File: src/rtl/mtx_pkg.sv
package mtx_pkg;

    typedef enum logic [3:0] {
        S_IDLE     = 4'd0,
        S_PREAMBLE = 4'd1,
        S_NIB_LO   = 4'd2,
        S_NIB_HI   = 4'd3,
        S_ZEROFILL = 4'd4,
        S_FCS      = 4'd5,
        S_GAP      = 4'd6,
        S_JAM      = 4'd7,
        S_JAM_HOLD = 4'd8,
        S_BACKOFF  = 4'd9,
        S_DEFER    = 4'd10
    } tx_state_e;

    typedef struct packed {
        logic pad_on;
        logic crc_on;
    } frame_opts_t;

    localparam int          CRC_W         = 32;
    localparam int          FCS_NIBBLES   = CRC_W / 4;
    localparam logic [3:0]  PRE_NIB       = 4'h5;
    localparam logic [3:0]  SFD_NIB       = 4'hD;
    localparam logic [CRC_W-1:0] CRC_POLY_REFL = 32'hEDB88320;
    localparam logic [CRC_W-1:0] CRC_PRESET    = '1;

    // Advance a right-shifting CRC-32 by four data bits, bit 0 first.
    function automatic logic [CRC_W-1:0] crc32_nibble(
        input logic [CRC_W-1:0] crc_in,
        input logic [3:0]       nib
    );
        logic [CRC_W-1:0] c;
        c = crc_in;
        for (int b = 0; b < 4; b++) begin
            if (c[0] ^ nib[b]) c = (c >> 1) ^ CRC_POLY_REFL;
            else               c = c >> 1;
        end
        return c;
    endfunction

endpackage

File: src/rtl/mtx_crc32.sv
module mtx_crc32
    import mtx_pkg::*;
(
    input  logic             clk,
    input  logic             rst,
    input  logic             clear,
    input  logic             step,
    input  logic [3:0]       nib,
    output logic [CRC_W-1:0] fcs
);

    logic [CRC_W-1:0] crc_q;

    always_ff @(posedge clk) begin
        if (rst || clear) crc_q <= CRC_PRESET;
        else if (step)    crc_q <= crc32_nibble(crc_q, nib);
    end

    assign fcs = ~crc_q;

endmodule

File: src/rtl/mtx_ctrl.sv
module mtx_ctrl
    import mtx_pkg::*;
#(
    parameter int LEN_W       = 16,
    parameter int PRE_NIBBLES = 7,
    parameter int IPG_NIBBLES = 24,
    parameter int IDX_W       = 3
) (
    input  logic             clk,
    input  logic             rst,
    input  logic             frm_start,
    input  logic             frm_end,
    input  logic [7:0]       frm_byte,
    input  frame_opts_t      opts_in,
    input  logic [LEN_W-1:0] min_len,
    output tx_state_e        state,
    output logic [IDX_W-1:0] idx,
    output logic [7:0]       cur_byte,
    output logic             byte_taken
);

    localparam int GAP_W = $clog2(IPG_NIBBLES + 1);
    localparam logic [IDX_W-1:0] SFD_IDX  = IDX_W'(PRE_NIBBLES);
    localparam logic [IDX_W-1:0] FCS_LAST = IDX_W'(FCS_NIBBLES - 1);
    localparam logic [GAP_W-1:0] GAP_LAST = GAP_W'(IPG_NIBBLES - 1);

    logic [GAP_W-1:0] gap_cnt;
    logic             cur_last;
    logic             pad_hi;
    frame_opts_t      opts_q;
    logic [LEN_W-1:0] min_q;
    logic [LEN_W-1:0] byte_cnt;
    logic [LEN_W-1:0] sent_cnt;

    assign sent_cnt   = byte_cnt + LEN_W'(1);
    assign byte_taken = (state == S_NIB_LO);

    always_ff @(posedge clk) begin
        if (rst) begin
            state    <= S_DEFER;
            idx      <= '0;
            gap_cnt  <= '0;
            cur_byte <= '0;
            cur_last <= 1'b0;
            pad_hi   <= 1'b0;
            opts_q   <= '0;
            min_q    <= '0;
            byte_cnt <= '0;
        end else begin
            case (state)
                S_IDLE: begin
                    if (frm_start) begin
                        state    <= S_PREAMBLE;
                        idx      <= '0;
                        cur_byte <= frm_byte;
                        cur_last <= frm_end;
                        opts_q   <= opts_in;
                        min_q    <= min_len;
                        byte_cnt <= '0;
                    end
                end
                S_PREAMBLE: begin
                    if (idx == SFD_IDX) begin
                        state <= S_NIB_LO;
                        idx   <= '0;
                    end else begin
                        idx <= idx + IDX_W'(1);
                    end
                end
                S_NIB_LO: state <= S_NIB_HI;
                S_NIB_HI: begin
                    byte_cnt <= sent_cnt;
                    idx      <= '0;
                    pad_hi   <= 1'b0;
                    if (!cur_last) begin
                        cur_byte <= frm_byte;
                        cur_last <= frm_end;
                        state    <= S_NIB_LO;
                    end else if (sent_cnt < min_q && opts_q.pad_on) begin
                        state <= S_ZEROFILL;
                    end else if (opts_q.crc_on) begin
                        state <= S_FCS;
                    end else begin
                        state <= S_DEFER;
                    end
                end
                S_ZEROFILL: begin
                    pad_hi <= ~pad_hi;
                    if (pad_hi) begin
                        byte_cnt <= sent_cnt;
                        if (sent_cnt >= min_q) begin
                            state <= S_FCS;
                            idx   <= '0;
                        end
                    end
                end
                S_FCS: begin
                    if (idx == FCS_LAST) state <= S_DEFER;
                    idx <= idx + IDX_W'(1);
                end
                S_DEFER: begin
                    state   <= S_GAP;
                    gap_cnt <= '0;
                end
                S_GAP: begin
                    if (gap_cnt == GAP_LAST) state <= S_IDLE;
                    gap_cnt <= gap_cnt + GAP_W'(1);
                end
                default: state <= S_DEFER;
            endcase
        end
    end


    defer_to_gap_chk: assert property (@(posedge clk) disable iff (rst)
        (state == S_DEFER) |=> (state == S_GAP));


    gap_exit_chk: assert property (@(posedge clk) disable iff (rst)
        (state == S_GAP) |=> (state == S_GAP || state == S_IDLE));


    accept_chk: assert property (@(posedge clk) disable iff (rst)
        (state == S_IDLE && frm_start) |=>
            (state == S_PREAMBLE && cur_byte == $past(frm_byte)));


    zerofill_exit_chk: assert property (@(posedge clk) disable iff (rst)
        (state == S_ZEROFILL) |=> (state == S_ZEROFILL || state == S_FCS));

endmodule

File: src/rtl/mtx_txmux.sv
module mtx_txmux
    import mtx_pkg::*;
#(
    parameter int PRE_NIBBLES = 7,
    parameter int IDX_W       = 3
) (
    input  tx_state_e        state,
    input  logic [IDX_W-1:0] idx,
    input  logic [7:0]       cur_byte,
    input  logic [CRC_W-1:0] fcs,
    output logic             tx_en,
    output logic [3:0]       txd,
    output logic             crc_step
);

    localparam logic [IDX_W-1:0] SFD_IDX = IDX_W'(PRE_NIBBLES);

    always_comb begin
        tx_en    = 1'b1;
        txd      = 4'h0;
        crc_step = 1'b0;
        case (state)
            S_PREAMBLE: txd = (idx == SFD_IDX) ? SFD_NIB : PRE_NIB;
            S_NIB_LO: begin
                txd      = cur_byte[3:0];
                crc_step = 1'b1;
            end
            S_NIB_HI: begin
                txd      = cur_byte[7:4];
                crc_step = 1'b1;
            end
            S_ZEROFILL: crc_step = 1'b1;
            S_FCS:      txd = fcs[{idx, 2'b00} +: 4];
            default:    tx_en = 1'b0;
        endcase
    end

endmodule

File: src/rtl/mii_tx_sequencer.sv
module mii_tx_sequencer
    import mtx_pkg::*;
#(
    parameter int LEN_W       = 16,
    parameter int PRE_NIBBLES = 7,
    parameter int IPG_NIBBLES = 24
) (
    input  logic             clk,
    input  logic             rst,
    input  logic             frm_start,
    input  logic             frm_end,
    input  logic [7:0]       frm_byte,
    output logic             byte_taken,
    input  logic [LEN_W-1:0] min_len,
    input  logic             cfg_pad,
    input  logic             desc_pad,
    input  logic             cfg_crc,
    input  logic             desc_crc,
    output logic             tx_en,
    output logic [3:0]       txd
);

    localparam int PRE_IDX_W = $clog2(PRE_NIBBLES + 1);
    localparam int FCS_IDX_W = $clog2(FCS_NIBBLES);
    localparam int IDX_W     = (PRE_IDX_W > FCS_IDX_W) ? PRE_IDX_W : FCS_IDX_W;

    tx_state_e        state;
    logic [IDX_W-1:0] idx;
    logic [7:0]       cur_byte;
    logic [CRC_W-1:0] fcs;
    logic             crc_step;
    frame_opts_t      opts;

    assign opts.pad_on = cfg_pad | desc_pad;
    assign opts.crc_on = cfg_crc | desc_crc;

    mtx_ctrl #(
        .LEN_W       (LEN_W),
        .PRE_NIBBLES (PRE_NIBBLES),
        .IPG_NIBBLES (IPG_NIBBLES),
        .IDX_W       (IDX_W)
    ) u_ctrl (
        .clk        (clk),
        .rst        (rst),
        .frm_start  (frm_start),
        .frm_end    (frm_end),
        .frm_byte   (frm_byte),
        .opts_in    (opts),
        .min_len    (min_len),
        .state      (state),
        .idx        (idx),
        .cur_byte   (cur_byte),
        .byte_taken (byte_taken)
    );

    mtx_txmux #(
        .PRE_NIBBLES (PRE_NIBBLES),
        .IDX_W       (IDX_W)
    ) u_mux (
        .state    (state),
        .idx      (idx),
        .cur_byte (cur_byte),
        .fcs      (fcs),
        .tx_en    (tx_en),
        .txd      (txd),
        .crc_step (crc_step)
    );

    mtx_crc32 u_crc (
        .clk   (clk),
        .rst   (rst),
        .clear (state == S_PREAMBLE),
        .step  (crc_step),
        .nib   (txd),
        .fcs   (fcs)
    );


    take_en_chk: assert property (@(posedge clk) disable iff (rst)
        byte_taken |-> tx_en);


    fcs_hold_chk: assert property (@(posedge clk) disable iff (rst)
        (state == S_FCS && $past(state) == S_FCS) |-> $stable(fcs));

endmodule

File: config.mk
export PLATFORM = sky130hd
export DESIGN_NAME = mii_tx_sequencer
export DESIGN_NICKNAME = d
export VERILOG_FILES = /design/src/rtl/mtx_pkg.sv /design/src/rtl/mtx_crc32.sv /design/src/rtl/mtx_ctrl.sv /design/src/rtl/mtx_txmux.sv /design/src/rtl/mii_tx_sequencer.sv
export SDC_FILE = /design/constraint.sdc
export NUM_CORES = 1
export LEC_CHECK = 0
export BUFFER_PORTS_ARGS = -buffer_cell sky130_fd_sc_hd__buf_2
export CORE_MARGIN = 4
export CORE_UTILIZATION = 40
export DETAILED_ROUTE_END_ITERATION = 8
export GPL_TIMING_DRIVEN = 0
export PLACE_DENSITY = 0.54
export REMOVE_ABC_BUFFERS = 1
export SETUP_SLACK_MARGIN = 0.1
export SLEW_MARGIN = 20
export SYNTH_ARGS = -nofsm -noshare
export SYNTH_HDL_FRONTEND = slang
export SYNTH_HIERARCHICAL = 1
export SYNTH_SLANG_ARGS = --single-unit
File: constraint.sdc
create_clock -name clk -period 4.8 [get_ports clk]
set_clock_uncertainty 0.2 [all_clocks]
set_input_delay 0.48 -clock clk [delete_from_list [all_inputs] [get_ports clk]]
set_output_delay 0.48 -clock clk [all_outputs]
set_load 0.1 [all_outputs]
# After elaboration in Yosys (flattened, before gate mapping)
# Index checks and enable logic that the tools add are counted.
dict set report totals {
  latchBits 0
  wordCells 101
  rom_bits 0
  mem_bits_rw 0
  inputBits 32
  mem_count 0
  regBits 88
}
dict set report op_classes {
  muxes 40
  magnitude_cmp 2
  n_div 0
  n_reduce_logical 16
  eq_ne 16
  n_addsub 3
  bitwise_logic 12
  n_mul 0
  shift 1
}
# op n
set ops {}
lappend ops {{two-way mux 32 bit} 10}
lappend ops {{NOT 13 -> 14 bit} 4}
lappend ops {{one-hot mux 16 bit (3 select lines)} 1}
lappend ops {{two-way mux 4 bit} 10}
lappend ops {{two-way mux 16 bit} 2}
lappend ops {{NOT 32 bit} 1}
lappend ops {{one-hot mux 4 bit (8 select lines)} 1}
lappend ops {{indexed part select 32 x 6 -> 4 bit} 1}
lappend ops {{adder 16 x 1 -> 16 bit (second input constant)} 1}
lappend ops {{greater-or-equal comparator 16 bit} 1}
lappend ops {{less-than comparator 16 bit} 1}
lappend ops {{two-way mux 8 bit} 2}
lappend ops {{one-hot mux 4 bit (4 select lines)} 1}
lappend ops {{one-hot mux 8 bit (2 select lines)} 1}
lappend ops {{one-hot mux 3 bit (5 select lines)} 1}
lappend ops {{equality test 4 x 3 -> 1 bit (second input constant)} 3}
lappend ops {{two-way mux 3 bit} 4}
lappend ops {{one-hot mux 5 bit (2 select lines)} 1}
lappend ops {{equality test 4 x 2 -> 1 bit (second input constant)} 2}
lappend ops {{!= test 2 x 1 -> 1 bit (second input constant)} 4}
lappend ops {{!= test 2 bit (second input constant)} 3}
lappend ops {{AND reduction 3 bit} 2}
lappend ops {{AND reduction 6 bit} 1}
lappend ops {{nonzero test 2 bit} 3}
lappend ops {{other kinds (20)} 29}

# Depth between registers and ports, before layout
dict set report depth {
  ltp_word 17
  mapped_depth 13
}

# Cells and area by module
# The synthesis kept the hierarchy.
# module seq_area_each_um2 n_inst cells_per_inst area_per_inst_um2
set modules_own_cells {}
lappend modules_own_cells {mtx_ctrl 1121.1 1 404 3156.8}
lappend modules_own_cells {mtx_crc32 640.6 1 177 1661.6}
lappend modules_own_cells {mtx_txmux 0.0 1 57 488.0}
lappend modules_own_cells {mii_tx_sequencer 0.0 1 3 27.5}

# Worst setup path before layout
# OpenSTA, ideal clock, no wires.
dict set report synth_path {
  path_type {reg2reg}
  start {register u_ctrl.state[1]}
  end {register u_crc.crc_q[19]}
  stages_incl_launch_ff 8
  arrival_ns 5.661
  n_path_buf 1
  setup_ns 0.069
  slack_ns -1.130
  period_less_slack_ns 5.930
  t_required_ns 4.531
  cell_sequence {dfxtp_1 -> buf_6 -> a21oi_1 -> o41ai_1 -> xnor2_4 -> xnor2_4 -> xnor3_1 -> o21ai_1}
}
# element line
set synth_lines {}
lappend synth_lines {{start, declared} mtx_ctrl.sv:16} ;# output tx_state_e state,
lappend synth_lines {{start signal, assigned} mtx_ctrl.sv:40} ;# state <= S_DEFER;
lappend synth_lines {{start signal, assigned} mtx_ctrl.sv:53} ;# state <= S_PREAMBLE;
lappend synth_lines {{start signal, assigned} mtx_ctrl.sv:64} ;# state <= S_NIB_LO;
lappend synth_lines {{equality test 4 x 3 -> 1 bit, or another cell as far along} mtx_txmux.sv:22} ;# case (state)
lappend synth_lines {{one-hot mux 4 bit (4 select lines) (*)} mtx_txmux.sv:22}
lappend synth_lines {{net txd[2]} mii_tx_sequencer.sv:20} ;# output logic [3:0] txd
lappend synth_lines {{XOR 1 bit (*)} mtx_pkg.sv:37} ;# if (c[0] ^ nib[b]) c = (c >> 1) ^ CRC_POLY_REFL;
lappend synth_lines {{two-way mux 32 bit (*)} mtx_pkg.sv:37}
lappend synth_lines {{two-way mux 32 bit (*)} mtx_crc32.sv:16} ;# else if (step) crc_q <= crc32_nibble(crc_q, nib);
lappend synth_lines {{two-way mux 32 bit (*)} mtx_crc32.sv:15} ;# if (rst || clear) crc_q <= CRC_PRESET;
lappend synth_lines {{NOT 13 -> 14 bit (no line)} --}
lappend synth_lines {{two-way mux 32 bit (*)} mtx_pkg.sv:37}
lappend synth_lines {{end signal, assigned} mtx_crc32.sv:16}
lappend synth_lines {{end, declared} mtx_crc32.sv:12} ;# logic [CRC_W-1:0] crc_q;
# Mark *: on every way through the listed nets, which the timed path passes. The rest lies on a longest branch. The select of a mux whose other input is x is not followed.
# A chain may end at the register's enable or synchronous reset.

# Worst setup path after layout
dict set report layout_path {
  start {register u_ctrl.byte_cnt[0]}
  end {register u_ctrl.state[1]}
}
dict set report layout_via {
  elab_chain_len 6
}
# element line
set layout_rtl {}
lappend layout_rtl {{start, declared} mtx_ctrl.sv:32} ;# logic [LEN_W-1:0] byte_cnt;
lappend layout_rtl {{start signal, assigned} mtx_ctrl.sv:72} ;# byte_cnt <= sent_cnt;
lappend layout_rtl {{start signal, assigned} mtx_ctrl.sv:90} ;# byte_cnt <= sent_cnt;
lappend layout_rtl {{adder 16 x 1 -> 16 bit (*)} mtx_ctrl.sv:35} ;# assign sent_cnt = byte_cnt + LEN_W'(1);
lappend layout_rtl {{less-than comparator 16 bit} mtx_ctrl.sv:79} ;# end else if (sent_cnt < min_q && opts_q.pad_on) begin
lappend layout_rtl {{logical AND 1 bit} mtx_ctrl.sv:79}
lappend layout_rtl {{two-way mux 4 bit} mtx_ctrl.sv:79}
lappend layout_rtl {{two-way mux 4 bit} mtx_ctrl.sv:75} ;# if (!cur_last) begin
lappend layout_rtl {{one-hot mux 4 bit (8 select lines)} mtx_ctrl.sv:50} ;# case (state)
lappend layout_rtl {{end signal, assigned} mtx_ctrl.sv:53}
lappend layout_rtl {{end signal, assigned} mtx_ctrl.sv:78} ;# state <= S_NIB_LO;
lappend layout_rtl {{end signal, assigned} mtx_ctrl.sv:80} ;# state <= S_ZEROFILL;
# Mark *: on every way between the ends. The rest lies on a longest branch, timed or not.

==> run metrics <==
fmax 0.238 GHz; first-pass GRT wire length 20000 µm; initial core utilization 41.6%; Pleak 2.33 nW; HP Start frm_byte[7]; leading post-synthesis cells by cell area dfxtp_1, a21oi_1, nand2_1; htree depth 3; DP Wirelength 8350 µm; Ys Warns 6; core area 12800 µm²; post-layout minimum cycle time 4.19 ns; Clk Latency, worst-skew pair 0.34 ns; GRT overflow 0; Setup crit end kind register; Synth async-reset ratio 0%; Vias 4388; reg2reg start u_ctrl/byte_cnt[0]; hold violation count in the final report 0; GPL Wtd Cong 0.783; Max IR drop VDD 0.353 mV; unrepaired setup endpoints after global routing no; largest net degree at the start of global routing 61; CTS Sinks 88; placed insts 816; Die Area 15200 µm²; CTS tree yes; Crit Reg-Reg Endpoint u_ctrl/state[1]; GRT Util Overall 16.7%; flip-flop and latch count after synthesis 88; min setup slack post-route 0.606 ns; fraction of final layout cells sized beyond drive strength 1 11.8%; nets 707; maximum clock path buffer count 2; Max-Cap Viols 0; R2R depth 13; cell breakdown of the critical path ha_1 -> and3_1 -> and4_1 -> nand3_1 -> nor2_1 -> xnor2_1 -> ha_1 -> nand4_1 -> nor4_1 -> o21ai_0 -> and4_1 -> a21oi_1 -> mux2i_1; Iter 0 DRT Violations 243; slowest stage delay, CP 0.54 ns; Critical Path Start Type register; Cell variety after synth 72; Setup WS pre-CTS 0.581 ns; Die X 123 µm; worst hold path type input port to register; final worst-path cycle share 87.4%; cts repair resizes 0; hold depth 3; worst reg-to-reg setup slack 0.61 ns; Crit-path slowest cell nor4_1; worst-path maximum fanout 6; sequential area share after synthesis 33.0%; # IOs 38; Final setup viols 0; Layout area overhead 8.68%; aggregate routed wire length 12200 µm; Wirelength per Cell 14.7 µm; PortBufs 37; vias in the first global route 4067; Final Non-Filler Cells 831; Min-Delay Endpoint u_ctrl/cur_byte[7]; Post-DRT Antenna Nets 0; cts bufs inserted 9; antenna violations before repair 0; Residual DRC 0; placement row count 41; setup bufs post-CTS 0; Mapped Cells 641; critical path class register to register; PwrDens 546 nW/µm²; Reg clk slew, reported paths 0.06 ns; Inserted Diodes 0; Synth top area share 33.0%; number of synthesized flops with an enable pin 0; Post-Syn Area 5330 µm²; Max Slew Vio Count 0; First-pass DRT Iterations 4; Die H 123 µm; DR vias/cell 5.28; WP data arrival 4.26 ns; mean post-synth cell area 8.32 µm²; worst-margin pin slew 0.978 ns; root buf cell clkbuf_16; top_reg_cell synth dfxtp_1; outcome completed; Slew HR 34.7%; hold buffer count at cts 0; dominant cell type by area after synthesis dfxtp_1; critical path required time 4.87 ns
==> cell usage after synthesis (8+ instances only) <==
| cell | instances |
|---|---|
| a21oi_1 | 73 |
| buf_2 | 8 |
| clkbuf_1 | 16 |
| dfxtp_1 | 88 |
| ha_1 | 20 |
| inv_1 | 57 |
| mux2i_1 | 18 |
| nand2_1 | 85 |
| nand3_1 | 9 |
| nor2_1 | 48 |
| nor3_1 | 9 |
| o211ai_1 | 16 |
| o21ai_0 | 36 |
| xnor2_1 | 31 |
==> power breakdown <==
group          internal, mW  leakage, nW  switching (mW)  total, mW
clock                 0.348        0.121           0.276      0.624
combinational         0.656         1.49           0.781       1.44
sequential            0.883        0.718           0.218       1.10
==> cells in the final DEF, fill, tap and decap left out, types with 4 or more instances in the layout <==
cell type,count
clkbuf_16,9
xnor2_1,31
or3_1,7
nor2b_1,6
nor3_1,9
inv_1,57
clkbuf_1,5
a22oi_1,5
a21oi_1,73
nand3_1,9
xnor2_2,4
nand2_1,85
ha_1,20
nand4_1,6
o21ai_0,36
xor2_1,4
buf_2,36
xnor3_1,7
dfxtp_1,86
mux2i_1,18
nand2b_1,7
a31oi_1,7
o211ai_1,16
nor2_1,46
==> per-layer routing <==
layer / GRT usage, % / up-vias / part of all wire [%]
met3: 2.70 / 16 / 3.3
met5: 0 / - / 0
met4: 5.88 / 0 / 1.5
met2: 27.3 / 66 / 48
li1: - / 2251 / -
met1: 22.4 / 2055 / 48
==> worst max-delay path by stage <==
stage,start,endpoint,cells past startpoint
final,u_ctrl/byte_cnt[0],u_ctrl/state[1],13
after global routing,u_ctrl/byte_cnt[0],u_ctrl/state[1],13
after CTS,u_ctrl/byte_cnt[0],u_ctrl/state[1],13
after detailed placement,u_ctrl/byte_cnt[0],u_ctrl/state[1],13
after global placement,u_ctrl/state[2],u_crc/crc_q[30],4
after floorplan,u_ctrl/state[1],u_crc/crc_q[19],6
==> flip-flops by register name, summed over array words and instances (netlist names) <==
name and cells:
u_crc/crc_q 32, u_ctrl/byte_cnt 16, u_ctrl/cur_byte 8, u_ctrl/cur_last 1, u_ctrl/gap_cnt 5, u_ctrl/idx 3, u_ctrl/min_q 16, u_ctrl/opts_q 2
u_ctrl/pad_hi 1, u_ctrl/state 4
==> cell families after synthesis <==
kind of cell    Yosys count  synth area share [%]
mux                      23                  5.42
buf+inv                  92                  8.19
compound gates          167                  18.8
fa+ha+maj                20                  4.69
xor+xnor                 49                  11.5
flops                    88                  33.0
simple gates            202                  18.4
==> stage by stage <==
stage               cell area (µm²)  utilization [%]  setup TNS [ns]  hold WS (ns)  total power [mW]
floorplan                      5110                -          -27.51         0.230              2.25
global placement               5520             43.0               0         0.245              2.53
detailed placement             5540             43.2               0         0.251              2.56
CTS                            5790             45.1               0         0.165              3.20
global route                   5800             45.2               0         0.186              3.40
finish                         5800             45.2               0         0.181              3.16
==> worst max-delay path, delay by kind of cell, from the launching register on <==
kind / cells / cell delay [ns]
and+or+nand+nor: 7 / 1.98
AOI/OAI and AO/OA: 2 / 0.62
adders and majority gates: 2 / 0.57
DFF: 1 / 0.44
muxes: 1 / 0.22
xor gates and xnor gates: 1 / 0.10
==> area by class of cell <==
type | instances | area (µm²)
clock buffer | 14 | 244
multi-input combinational | 461 | 3160
sequential | 88 | 1760
fill | 1294 | 7030
timing repair buffer | 37 | 188
tap | 172 | 215
inverter | 58 | 218
clock inverter | 1 | 5.00
No activity file was read; power rests on OpenSTA's default activity.
